<file path="config.mk">
export PLATFORM = sky130hd
export DESIGN_NAME = lvdet_csr
export DESIGN_NICKNAME = d
export VERILOG_FILES = /design/src/rtl/lvdet_pkg.sv /design/src/rtl/lvdet_sync.sv /design/src/rtl/lvdet_wo_bit.sv /design/src/rtl/lvdet_flag.sv /design/src/rtl/lvdet_csr.sv
export SDC_FILE = /design/constraint.sdc
export NUM_CORES = 1
export LEC_CHECK = 0
export ABC_AREA = 0
export BUFFER_PORTS_ARGS = -buffer_cell sky130_fd_sc_hd__buf_4
export CAP_MARGIN = 10
export CELL_PAD_IN_SITES_DETAIL_PLACEMENT = 1
export CELL_PAD_IN_SITES_GLOBAL_PLACEMENT = 1
export CORE_MARGIN = 1.5
export CORE_UTILIZATION = 31
export DETAILED_ROUTE_END_ITERATION = 8
export PLACE_DENSITY_LB_ADDON = 0.1
export SLEW_MARGIN = 20
export SYNTH_ARGS = -nofsm -noshare
export SYNTH_HDL_FRONTEND = slang
export SYNTH_SLANG_ARGS = --single-unit
export TNS_END_PERCENT = 100
</file>
<file path="constraint.sdc">
create_clock -name clk_i -period 2.4 [get_ports clk_i]
set_input_delay 0.36 -clock clk_i [delete_from_list [all_inputs] [get_ports clk_i]]
set_output_delay 0.36 -clock clk_i [all_outputs]
set_load 0.05 [all_outputs]
</file>
<file path="src/rtl/lvdet_pkg.sv">
package lvdet_pkg;
  localparam int REG_W   = 8;
  localparam int B_FLAG  = 7;
  localparam int B_ACK   = 6;
  localparam int B_IE    = 5;
  localparam int B_RE    = 4;
  localparam int B_SE    = 3;
  localparam int B_DE    = 2;
  localparam int B_RSVD  = 1;
  localparam int B_BG    = 0;
  localparam int N_WO    = 2;
  localparam int WO_POS [N_WO] = '{B_RE, B_DE};
  localparam logic [REG_W-1:0] RST_VAL = 8'h1C;
endpackage

</file>
<file path="src/rtl/lvdet_sync.sv">
module lvdet_sync #(
  parameter int STAGES = 2
) (
  input  logic clk_i,
  input  logic rst_ni,
  input  logic d_i,
  output logic q_o
);
  logic [STAGES-1:0] sr_q;
  always_ff @(posedge clk_i or negedge rst_ni) begin
    if (!rst_ni) sr_q <= '0;
    else if (STAGES == 1) sr_q <= d_i;
    else sr_q <= {sr_q[STAGES-2:0], d_i};
  end
  assign q_o = sr_q[STAGES-1];
endmodule

</file>
<file path="src/rtl/lvdet_wo_bit.sv">
module lvdet_wo_bit #(
  parameter logic RST_VAL = 1'b1
) (
  input  logic clk_i,
  input  logic rst_ni,
  input  logic we_i,
  input  logic d_i,
  output logic q_o
);
  logic lock_q;
  always_ff @(posedge clk_i or negedge rst_ni) begin
    if (!rst_ni) begin
      lock_q <= 1'b0;
      q_o    <= RST_VAL;
    end else if (we_i) begin
      lock_q <= 1'b1;
      if (!lock_q) q_o <= d_i;
    end
  end
endmodule

</file>
<file path="src/rtl/lvdet_flag.sv">
module lvdet_flag (
  input  logic clk_i,
  input  logic rst_ni,
  input  logic set_i,
  input  logic clr_i,
  output logic flag_o
);
  // set wins over clear
  always_ff @(posedge clk_i or negedge rst_ni) begin
    if (!rst_ni)    flag_o <= 1'b0;
    else if (set_i) flag_o <= 1'b1;
    else if (clr_i) flag_o <= 1'b0;
  end
endmodule

</file>
<file path="src/rtl/lvdet_csr.sv">
module lvdet_csr
  import lvdet_pkg::*;
#(
  parameter int SYNC_STAGES = 2
) (
  input  logic             clk_i,
  input  logic             rst_ni,
  input  logic             bus_we_i,
  input  logic [REG_W-1:0] bus_wdata_i,
  output logic [REG_W-1:0] bus_rdata_o,
  input  logic             lv_raw_i,
  input  logic             stop_i,
  output logic             irq_o,
  output logic             rst_req_o,
  output logic             bg_buf_en_o
);
  logic            lv_sync;
  logic            cap_en;
  logic            flag_q;
  logic            ie_q, se_q, bg_q;
  logic [N_WO-1:0] wo_q;
  logic            re_q, de_q;

  lvdet_sync #(.STAGES(SYNC_STAGES)) u_sync (
    .clk_i (clk_i),
    .rst_ni(rst_ni),
    .d_i   (lv_raw_i),
    .q_o   (lv_sync)
  );

  for (genvar g = 0; g < N_WO; g++) begin : g_wo
    lvdet_wo_bit #(.RST_VAL(RST_VAL[WO_POS[g]])) u_wo (
      .clk_i (clk_i),
      .rst_ni(rst_ni),
      .we_i  (bus_we_i),
      .d_i   (bus_wdata_i[WO_POS[g]]),
      .q_o   (wo_q[g])
    );
  end
  assign re_q = wo_q[0];
  assign de_q = wo_q[1];

  always_ff @(posedge clk_i or negedge rst_ni) begin
    if (!rst_ni) begin
      ie_q <= RST_VAL[B_IE];
      se_q <= RST_VAL[B_SE];
      bg_q <= RST_VAL[B_BG];
    end else if (bus_we_i) begin
      ie_q <= bus_wdata_i[B_IE];
      se_q <= bus_wdata_i[B_SE];
      bg_q <= bus_wdata_i[B_BG];
    end
  end

  assign cap_en = de_q & (~stop_i | se_q);

  lvdet_flag u_flag (
    .clk_i (clk_i),
    .rst_ni(rst_ni),
    .set_i (lv_sync & cap_en),
    .clr_i (bus_we_i & bus_wdata_i[B_ACK]),
    .flag_o(flag_q)
  );

  always_comb begin
    bus_rdata_o         = '0;
    bus_rdata_o[B_FLAG] = flag_q;
    bus_rdata_o[B_IE]   = ie_q;
    bus_rdata_o[B_RE]   = re_q;
    bus_rdata_o[B_SE]   = se_q;
    bus_rdata_o[B_DE]   = de_q;
    bus_rdata_o[B_BG]   = bg_q;
  end

  assign irq_o       = ie_q & flag_q;
  assign rst_req_o   = re_q & de_q & flag_q;
  assign bg_buf_en_o = bg_q;
endmodule

</file>
==> results.yml <==
route:
  vias_per_cell: 4.11
  drc: 0
  postRouteAntennaNets: 0
  wire_per_inst_um: 10.8
  totalWireLength_um: 660
  first_iter_violations: 1
  dr_total_vias: 251
  dr.pass1.iters: 2
timing:
  finalSetupTns_ns: 0
  setup_viol: 0
  finalCriticalPeriod_ns: 1.52
  rsz0062_at_grt: "false"
  fmax_mhz: 659
  fin_crit_sh_pct: 63.2
  report.final.slew_viol_count: 0
  final_hold_viol_count: 0
  skew_ns: 0.00657
cts:
  clock-root-buffer: "clkbuf_4"
  numCtsBuffers: 3
  clock_path_buffers: 2
  clock_sinks: 9
  post_cts_buffers: 0
  clkLatencyLatePin_ns: 0.26
  cts_resized: 0
  clkTransAtPathRegs_ns: 0.06
  htree_num_levels: 1
  cts_tree: "done"
cells_and_area:
  syn2layout_area_growth_pct: 34.6
  fillers: 125
  drive_above_1_share_pct: 59.6
  layout_commonest_cell: "buf_4"
  final_cell_mix: "19 x buf_4, 6 x dfrtp_1, 3 x mux2_1, 3 x clkbuf_4, 3 x dfstp_2"
  multiInputGateArea_um2: 120
  layout.nets: 61
  n_antenna_cell: 0
  final_util_pct: 47.2
  regArea_um2: 229
  design_area_um2: 546
worst_setup_path:
  max_stage_delay_ns: 0.56
  worstPathRequired_ns: 2.04
  endpoint_kind: "output pin"
  cp_max_fo: 4
  timing.rr.end: "g_wo[1].u_wo.q_o"
  reg2reg_depth: 2
  r2r_start: "g_wo[1].u_wo.lock_q"
  path_buf_inv: 1
  cp-endpoint: "rst_req_o"
  crit_start: "g_wo[1].u_wo.q_o"
  rrSetupSlack_ns: 1.41
  cpMaxStageDelayCell: "dfstp_2"
  path_delay_family: "flip-flops"
  criticalPathCategory: "flop to output pin"
  crit_path_start_kind: "flop"
  path_cells: "and3_1, buf_4"
  cp.arrival_ns: 1.16
  cp.depth: 2
place:
  gp_congestion: 0.569
  placement.cell_area_um2: 509
  portBuffers: 19
yosys:
  seq_area_frac_synth_pct: 56.5
  synth_seq_cells: 9
  syn-instance-count: 30
  synth_area_um2: 405
  synth.distinct_cells: 13
  yosysWarnings: 0
  yosysTopAreaCell: "dfrtp_1"
  netlist.area_leader.share_pct: 37.0
  avgSynthCellArea_um2: 13.5
  synthTopCellsByArea: "dfrtp_1 37%, dfstp_2 19%, buf_4 15%, mux2_1 8.3%, mux2_4 7.4%"
grt:
  antenna_found_initial: 0
  grt_pass1_wl_um: 1010
  grt_pass1_vias: 247
  grt_max_degree: 10
  grtUsageTotal_pct: 10.7
  grt-ovfl-total: 0
die:
  initial_core_util_pct: 35.1
  ios: 24
  rows: 12
  die_height_um: 39.2
  chipWidth_um: 39.2
  fp.dieArea_um2: 1530
  core_um2: 1160
power_and_ir_drop:
  power_density_nw_per_um2: 782
  p_leak_uw: 0.000264
  peakVddDrop_mv: 0.320
worst_hold_path:
  hp-class: "primary input to flop"
outcome:
  outcome: "complete, no violations"
job:
  drv_cap: 0
==> cells by family (layout without fill, tap and decap cells) <==
group	count (synthesis)	in the layout	share of synthesized area [%]
flops	9	9	56.5
other cells	1	2	0.925
compound gates	1	1	2.47
mux	5	5	15.7
buf+inv	8	24	14.8
simple gates	6	6	9.57
==> what timing repair did <==
item | CTS | global route
hold buffers | 1 | 0
hold endpoints to repair | 6 | 0
endpoints found under the setup margin | 0 | 0
==> through the flow <==
| step | std cells | worst slack (ns) | power, µW | hold slack (ns) |
|---|---|---|---|---|
| 2_1_floorplan | 31 | 1.06 | 286 | 0.0644 |
| 3_3_place_gp | 56 | 1.17 | 312 | 0.186 |
| 3_5_place_dp | 56 | 1.16 | 314 | 0.189 |
| 4_1_cts | 61 | 0.870 | 434 | 0.198 |
| 5_1_grt | 61 | 0.831 | 450 | 0.193 |
| 6_report | 61 | 0.883 | 427 | 0.204 |
==> cells in the mapped netlist <==
cell type	n
buf_4	8
nand2b_1	1
mux2_1	3
conb_1	1
a32o_1	1
dfstp_2	3
and2b_4	1
mux2_4	2
and2_1	1
and3_1	1
nand2_1	1
dfrtp_1	6
or2_1	1
==> how the worst min path moves through the flow <==
| stage | slack, ns | from | endpoint | depth (start not counted) |
|---|---|---|---|---|
| finish | 0.20 | lv_raw_i | u_sync.sr_q[0] | 1 |
| CTS | 0.20 | lv_raw_i | u_sync.sr_q[0] | 1 |
| global placement | 0.19 | rst_ni | bg_buf_en_o | 1 |
| floorplan | 0.06 | rst_ni | bg_buf_en_o | 0 |
| global route | 0.19 | lv_raw_i | u_sync.sr_q[0] | 1 |
| detailed placement | 0.19 | rst_ni | ie_q | 1 |
==> registers in the layout, indices dropped and copies added (netlist names) <==
| register | count |
|---|---|
| u_flag.flag_o | 1 |
| bg_buf_en_o | 1 |
| se_q | 1 |
| g_wo.u_wo.q_o | 2 |
| ie_q | 1 |
| u_sync.sr_q | 2 |
| g_wo.u_wo.lock_q | 1 |
==> routing by layer <==
metal | routed length, µm | share of wire [%] | track usage, %
met5 | 0 | 0 | 0
met2 | 322 | 49 | 15.4
met4 | 0 | 0 | 7.76
met1 | 261 | 40 | 12.0
met3 | 76 | 12 | 5.20
==> report_power, final <==
group | total [µW] | internal [µW] | switching (µW)
combinational | 130 | 45.7 | 84.6
clock | 117 | 64.0 | 52.6
sequential | 180 | 170 | 9.83
==> cell type report <==
type / instances / share of cell area, %
clock buffers: 4 / 4.82
repair buffers: 20 / 28.0
flip-flops and latches: 9 / 42.0
well taps: 14 / 3.21
multi-input cells: 14 / 22.0
==> worst reg2reg max path: stages (launching register included) <==
cell and delay (ns):
dfrtp_1 0.37, and2b_4 0.26, mux2_4 0.29
Note: power is estimated with default switching activity, not from simulation.
